==> src/rtl/rtc_regbank_pkg.sv <==
// Shared constants for the RTC register bank: address map and bit positions.
// Assumes a 5-bit byte address space and 8-bit registers.
package rtc_regbank_pkg;
    localparam int unsigned ADDR_W = 5;
    localparam int unsigned BYTE_W = 8;

    localparam logic [ADDR_W-1:0] ADDR_TIME_BASE = 5'h00;
    localparam logic [ADDR_W-1:0] ADDR_ALM_BASE  = 5'h08;
    localparam logic [ADDR_W-1:0] ADDR_CTRL      = 5'h10;
    localparam logic [ADDR_W-1:0] ADDR_STAT      = 5'h11;
    localparam logic [ADDR_W-1:0] ADDR_IEN       = 5'h12;

    localparam int unsigned CTRL_STOP_BIT = 0;
    localparam int unsigned CTRL_GET_BIT  = 6;
    localparam int unsigned CTRL_RSEL_BIT = 7;
    localparam int unsigned STAT_RUN_BIT  = 0;
    localparam int unsigned STAT_ALM_BIT  = 6;
    localparam int unsigned IEN_ALM_BIT   = 3;
endpackage

==> src/rtl/rtc_snapshot.sv <==
// Shadow copy of the time fields. The get-time request is sampled on each
// tick; a 0-to-1 change seen there loads the live fields on that same tick.
// Assumes tick is a single-cycle strobe in the clk domain.
module rtc_snapshot #(
    parameter int unsigned NUM_FIELDS = 7,
    parameter int unsigned FIELD_W    = 8,
    localparam int unsigned VEC_W     = NUM_FIELDS * FIELD_W
) (
    input  logic             clk,
    input  logic             rst_n,
    input  logic             tick,
    input  logic             get_req,
    input  logic [VEC_W-1:0] live,
    output logic [VEC_W-1:0] shadow
);
    logic             get_seen_q;
    logic [VEC_W-1:0] shadow_q;

    // Edge detect of the request in tick time, and shadow load on that edge.
    always_ff @(posedge clk) begin
        if (!rst_n) begin
            get_seen_q <= 1'b0;
            shadow_q   <= '0;
        end else if (tick) begin
            get_seen_q <= get_req;
            if (get_req && !get_seen_q) shadow_q <= live;
        end
    end

    assign shadow = shadow_q;

    // shadow never moves between ticks.
    assert_shadow_hold_R4: assert property (@(posedge clk) disable iff (!rst_n)
        !tick |=> $stable(shadow_q));
    // a detected edge captures the live value of that cycle.
    assert_shadow_load_R4: assert property (@(posedge clk) disable iff (!rst_n)
        (tick && get_req && !get_seen_q) |=> (shadow_q == $past(live)));
endmodule

==> src/rtl/rtc_alarm.sv <==
// Alarm field registers, tick-time comparator and the sticky alarm flag.
// Assumes the caller supplies only the compared live fields (seconds..year).
// A match and a clear in the same cycle leave the flag set.
module rtc_alarm #(
    parameter int unsigned NUM_FIELDS = 6,
    parameter int unsigned FIELD_W    = 8,
    localparam int unsigned VEC_W     = NUM_FIELDS * FIELD_W,
    localparam int unsigned IDX_W     = $clog2(NUM_FIELDS)
) (
    input  logic               clk,
    input  logic               rst_n,
    input  logic               tick,
    input  logic               run,
    input  logic [VEC_W-1:0]   live,
    input  logic               wr_en,
    input  logic [IDX_W-1:0]   wr_idx,
    input  logic [FIELD_W-1:0] wr_data,
    input  logic               clr_req,
    output logic [VEC_W-1:0]   alm_fields,
    output logic               flag
);
    logic [NUM_FIELDS-1:0] field_eq;
    logic                  match_all;
    logic                  flag_q;

    for (genvar i = 0; i < NUM_FIELDS; i++) begin : g_field
        logic [FIELD_W-1:0] alm_q;
        // Host-writable alarm field i.
        always_ff @(posedge clk) begin
            if (!rst_n)                                     alm_q <= '0;
            else if (wr_en && (wr_idx == IDX_W'(i)))         alm_q <= wr_data;
        end
        assign field_eq[i] = (alm_q == live[i*FIELD_W +: FIELD_W]);
        assign alm_fields[i*FIELD_W +: FIELD_W] = alm_q;
    end

    assign match_all = &field_eq;

    // Sticky flag: set on a running tick with a full match, set beats clear.
    always_ff @(posedge clk) begin
        if (!rst_n)                        flag_q <= 1'b0;
        else if (tick && run && match_all) flag_q <= 1'b1;
        else if (clr_req)                  flag_q <= 1'b0;
    end

    assign flag = flag_q;

    // the flag rises only from a running tick with every field equal.
    assert_flag_rise_R7: assert property (@(posedge clk) disable iff (!rst_n)
        $rose(flag_q) |-> $past(tick && run && match_all));
    // the flag falls only after a write-one-to-clear request.
    assert_flag_fall_R8: assert property (@(posedge clk) disable iff (!rst_n)
        $fell(flag_q) |-> $past(clr_req));
endmodule

==> src/rtl/rtc_regbank.sv <==
// Host register bank of the RTC: control, status, interrupt enable, alarm
// and time access. Time writes go straight to the external counter; time
// reads come from the live fields or the shadow copy per read-select.
// Assumes bus_addr is stable while bus_rdata is sampled.
module rtc_regbank
    import rtc_regbank_pkg::*;
#(
    parameter int unsigned NUM_TIME  = 7,
    parameter int unsigned NUM_ALARM = 6,
    localparam int unsigned TIME_W   = NUM_TIME * BYTE_W,
    localparam int unsigned ALM_W    = NUM_ALARM * BYTE_W,
    localparam int unsigned TIME_IW  = $clog2(NUM_TIME),
    localparam int unsigned ALM_IW   = $clog2(NUM_ALARM)
) (
    input  logic                clk,
    input  logic                rst_n,
    input  logic                tick,
    input  logic [ADDR_W-1:0]   bus_addr,
    input  logic                bus_wr,
    input  logic [BYTE_W-1:0]   bus_wdata,
    output logic [BYTE_W-1:0]   bus_rdata,
    input  logic [TIME_W-1:0]   live_time,
    output logic                cal_run,
    output logic                cal_wr_en,
    output logic [TIME_IW-1:0]  cal_wr_idx,
    output logic [BYTE_W-1:0]   cal_wr_data,
    output logic                alarm_irq
);
    logic stop_q, get_q, rsel_q, ien_q;
    logic in_time, in_alm, wr_ctrl, wr_ien, clr_req, alm_flag;
    logic [TIME_IW-1:0] t_idx;
    logic [ALM_IW-1:0]  a_idx;
    logic [TIME_W-1:0]  shadow;
    logic [ALM_W-1:0]   alm_fields;
    logic [BYTE_W-1:0]  time_val, alm_val;

    // Address decode.
    assign in_time = (bus_addr >= ADDR_TIME_BASE) && (bus_addr < ADDR_TIME_BASE + ADDR_W'(NUM_TIME));
    assign in_alm  = (bus_addr >= ADDR_ALM_BASE)  && (bus_addr < ADDR_ALM_BASE  + ADDR_W'(NUM_ALARM));
    assign t_idx   = TIME_IW'(bus_addr - ADDR_TIME_BASE);
    assign a_idx   = ALM_IW'(bus_addr - ADDR_ALM_BASE);
    assign wr_ctrl = bus_wr && (bus_addr == ADDR_CTRL);
    assign wr_ien  = bus_wr && (bus_addr == ADDR_IEN);
    assign clr_req = bus_wr && (bus_addr == ADDR_STAT) && bus_wdata[STAT_ALM_BIT];

    // Control and interrupt-enable storage.
    always_ff @(posedge clk) begin
        if (!rst_n) begin
            stop_q <= 1'b0;
            get_q  <= 1'b0;
            rsel_q <= 1'b0;
            ien_q  <= 1'b0;
        end else begin
            if (wr_ctrl) begin
                stop_q <= bus_wdata[CTRL_STOP_BIT];
                get_q  <= bus_wdata[CTRL_GET_BIT];
                rsel_q <= bus_wdata[CTRL_RSEL_BIT];
            end
            if (wr_ien) ien_q <= bus_wdata[IEN_ALM_BIT];
        end
    end

    assign cal_run     = ~stop_q;
    assign cal_wr_en   = bus_wr && in_time;
    assign cal_wr_idx  = t_idx;
    assign cal_wr_data = bus_wdata;
    assign alarm_irq   = alm_flag && ien_q;

    rtc_snapshot #(.NUM_FIELDS(NUM_TIME), .FIELD_W(BYTE_W)) u_snap (
        .clk(clk), .rst_n(rst_n), .tick(tick), .get_req(get_q),
        .live(live_time), .shadow(shadow)
    );

    rtc_alarm #(.NUM_FIELDS(NUM_ALARM), .FIELD_W(BYTE_W)) u_alarm (
        .clk(clk), .rst_n(rst_n), .tick(tick), .run(cal_run),
        .live(live_time[ALM_W-1:0]), .wr_en(bus_wr && in_alm),
        .wr_idx(a_idx), .wr_data(bus_wdata), .clr_req(clr_req),
        .alm_fields(alm_fields), .flag(alm_flag)
    );

    // Pick the addressed time field from the selected source.
    always_comb begin
        time_val = '0;
        for (int i = 0; i < NUM_TIME; i++)
            if (t_idx == TIME_IW'(i))
                time_val = rsel_q ? shadow[i*BYTE_W +: BYTE_W] : live_time[i*BYTE_W +: BYTE_W];
    end

    // Pick the addressed alarm field.
    always_comb begin
        alm_val = '0;
        for (int i = 0; i < NUM_ALARM; i++)
            if (a_idx == ALM_IW'(i)) alm_val = alm_fields[i*BYTE_W +: BYTE_W];
    end

    // Read data mux over the whole map.
    always_comb begin
        bus_rdata = '0;
        if (in_time)                     bus_rdata = time_val;
        else if (in_alm)                 bus_rdata = alm_val;
        else if (bus_addr == ADDR_CTRL) begin
            bus_rdata[CTRL_STOP_BIT] = stop_q;
            bus_rdata[CTRL_GET_BIT]  = get_q;
            bus_rdata[CTRL_RSEL_BIT] = rsel_q;
        end else if (bus_addr == ADDR_STAT) begin
            bus_rdata[STAT_RUN_BIT]  = cal_run;
            bus_rdata[STAT_ALM_BIT]  = alm_flag;
        end else if (bus_addr == ADDR_IEN) bus_rdata[IEN_ALM_BIT] = ien_q;
    end

    // a stop write halts the counter from the next cycle.
    assert_stop_halts_R3: assert property (@(posedge clk) disable iff (!rst_n)
        (wr_ctrl && bus_wdata[CTRL_STOP_BIT]) |=> !cal_run);
    // time writes are forwarded only for time addresses.
    assert_fwd_range_R6: assert property (@(posedge clk) disable iff (!rst_n)
        cal_wr_en |-> (bus_wr && (bus_addr < ADDR_W'(NUM_TIME))));
endmodule

==> config.mk <==
export PLATFORM = sky130hd
export DESIGN_NAME = rtc_regbank
export DESIGN_NICKNAME = d
export VERILOG_FILES = /design/src/rtl/rtc_regbank_pkg.sv /design/src/rtl/rtc_snapshot.sv /design/src/rtl/rtc_alarm.sv /design/src/rtl/rtc_regbank.sv
export SDC_FILE = /design/constraint.sdc
export NUM_CORES = 1
export LEC_CHECK = 0
export ABC_AREA = 1
export BUFFER_PORTS_ARGS = -buffer_cell sky130_fd_sc_hd__buf_2
export CAP_MARGIN = 20
export CORE_ASPECT_RATIO = 0.8
export CORE_MARGIN = 2
export CORE_UTILIZATION = 55
export DETAILED_ROUTE_END_ITERATION = 8
export PLACE_DENSITY = 0.78
export SLEW_MARGIN = 5
export SYNTH_ARGS = -nofsm -noshare
export SYNTH_HDL_FRONTEND = slang
export SYNTH_HIERARCHICAL = 1
export SYNTH_SLANG_ARGS = --single-unit
==> constraint.sdc <==
create_clock -name clk -period 1.69 [get_ports clk]
set_input_delay 0.338 -clock clk [delete_from_list [all_inputs] [get_ports clk]]
set_output_delay 0.338 -clock clk [all_outputs]
set_load 0.005 [all_outputs]
==> reports/summary.txt <==
status - finished with violations
failing checks - negative setup slack
Hold/Removal Path Class - in2reg
CP top delay family - buffers and inverters
syn nets - 1283
Fmax achieved - 470 MHz
routed length per instance - 14.7 um
H-tree levels - 3
Final Worst Setup Slack - -0.437 ns
Synth-to-Final Area Change - 19.3%
Placed Cells - 1469
Seq/Total Area, Yosys - 31.7%
Final GP Congestion - 0.985
mean area per synthesized cell - 5.74 um2
cells taking the most area after synthesis - dfxtp_1, nand2_1, nor2_1, inv_1, a21oi_1
HPWL after DPL - 16000 um
YS warnings - 6
Power Density - 691 nW/um2
worst setup path start - rsel_q
Mapped Cells - 1210
number of non-filler instances in the completed layout - 1489
drt initial violations - 915
pin count of the biggest net entering global routing - 68
initial antenna violation count - 0
Final setup viols - 8
dpl cell area - 7760 um2
leakage power - 0.00436 uW
minimum clock period - 2.13 ns
Data required, critical path - 1.35 ns
Top Ports - 95
TritonCTS Buffers - 9
register bit total from synthesis - 110
crit path cell chain - inv_6 > buf_12 > buf_12 > nand2_1 > a21oi_1 > nor2_4 > nand4_1 > nand2_1 > inv_1 > buf_2
Slowest cell on crit path - dfxtp_4
mapped cell area - 6940 um2
Ant. Diodes - 0
count of pins over their slew limit - 0
clock slew at reported path FFs - 0.07 ns
clk sinks - 110
Post-Route Skew - 0.00352 ns
crit-path max FO - 12
Max-slew headroom - 79.1%
max-cap check violation count - 0
first-pass GRT wire length - 34000 um
WP data arrival - 1.79 ns
layout cell share with drive strength beyond 1 - 18.4%
R2R Path Start - u_alarm/g_field[3].alm_q[7]
Fin. Hold Viols - 0
Startpoint Class - register
Buffers on Ports - 94
Core ar. - 12300 um2
Post-CTS Hold Buffers - 0
Crit. End Element - output port
fin area - 8290 um2
vias per std cell - 5.13
drt pass-1 iters - 6
RSZ-0062 raised after global routing - yes
Die Ht - 105 um
top cell type's share of synthesized area - 31.7%
CTS root buffer - clkbuf_16
CTS tree - built
Routed WL - 21800 um
Residual DRC - 0
commonest non-fill, non-tap cell in the layout - nand2_1
peak supply drop - 0.000549 V
insertion delay to the later sink of the worst-skew pair - 0.35 ns
crit share post-route - 126%
Worst-Margin Slew - 0.314 ns
initial core utilization - 56.7%
GRT Overall Usage - 31.9%
HP Start - live_time[49]
Crit Path Category - reg2out
most frequent cells in the layout - nand2_1, nor2_1, inv_1
site row count - 36
fin nets - 1386
post-synthesis cell type count - 25
WP buf/inv - 5
area leader, netlist - dfxtp_1
CTS max path bufs - 2
number of fill cells - 1144
Congestion Overflow GR - 0
vias in the first global route - 6621
DIE WIDTH - 130 um
CP max stage delay - 0.37 ns
die area - 13500 um2
vias - 7632
post-route ant nets - 0
path summary, 6_finish.rpt:
| check | endpoint | slack (ns) | cells after the start |
|---|---|---|---|
| max | bus_rdata[7] | -0.44 | 10 |
| min | u_snap/shadow[49] | 0.23 | 3 |
| max reg2reg | u_alarm/flag | 0.12 | 10 |
| min reg2reg | ien_q | 0.48 | 2 |
worst register-to-register path: stages, from the launching register on:
cell	delay (ns)
dfxtp_1	0.42
inv_1	0.09
nand2_1	0.06
nand2_1	0.04
inv_1	0.05
nand2_1	0.07
nor2_1	0.18
nand3_1	0.12
nor2_1	0.23
nand2_1	0.13
a21oi_1	0.14
layout make-up:
type | instances | area, um2 | area share [%]
multi-input combinational | 870 | 3850 | 46.4
sequential | 110 | 2210 | 26.6
timing repair buffer | 150 | 1060 | 12.8
inverter | 172 | 653 | 7.88
clock buffer | 11 | 253 | 3.05
tap | 171 | 214 | 2.58
clock inverter | 5 | 56.3 | 0.679
power breakdown:
group | total [uW] | switching, uW | internal [uW]
clock network | 2250 | 1020 | 1230
registers | 2630 | 20.1 | 2610
logic | 845 | 526 | 318
total | 5730 | 1560 | 4160
synth_stat cells:
library cell / count
dfxtp_1: 110
inv_2: 14
clkbuf_1: 9
a21boi_0: 2
inv_4: 1
or2_2: 11
nand3_1: 22
nand4_1: 11
nor3_4: 2
buf_1: 1
o21ai_0: 49
buf_6: 9
nor2_4: 7
nand2_2: 2
buf_4: 17
nand2_1: 463
buf_2: 22
nor2_1: 193
nor2_2: 5
inv_1: 157
a21oi_1: 70
o211ai_1: 8
o21ai_4: 1
o21ai_1: 12
xnor2_1: 12
repair_timing:
| item | CTS | global route |
|---|---|---|
| setup endpoints to repair | 8 | 10 |
| pin swaps | 2 | 10 |
| hold endpoints to repair | 0 | 0 |
| resized for setup | 19 | 26 |
| gates cloned | 0 | 2 |
| buffers inserted | 0 | 2 |
flip-flops by register name, indices dropped and copies added, names as in the netlist:
name and cells:
u_snap/get_seen_q 1, stop_q 1, rsel_q 1, u_alarm/g_field.alm_q 48, u_snap/shadow 56, u_alarm/flag 1
ien_q 1, get_q 1
layer usage:
metal / vias up / global-route usage (%) / wire length, um
met5: - / 0 / 0
met4: 0 / 7.53 / 361
met3: 28 / 6.38 / 2500
met2: 396 / 46.1 / 9100
met1: 3380 / 48.1 / 9890
li1: 3828 / - / -
cells by family (layout without fill, tap and decap cells):
group	Yosys count	in the layout	synth area share [%]
buffers and inverters	230	338	14.8
DFF	110	110	31.7
xor gates and xnor gates	12	12	1.51
AOI/OAI and AO/OA	142	142	10.8
and+or+nand+nor	716	716	41.3
metrics by stage:
step                util, %  hold slack, ns  TNS [ns]  worst slack (ns)  total power [uW]
global route           67.6           0.247     -3.95            -0.531              5900
floorplan                 -           0.436         0             0.104              3110
finish                 67.6           0.225     -3.20            -0.437              5730
global placement       63.3           0.456     -6.12            -0.255              3480
detailed placement     63.3           0.465     -6.23            -0.255              3480
CTS                    66.3           0.222     -3.19            -0.428              5690
Note: power is estimated with default switching activity, not from simulation.
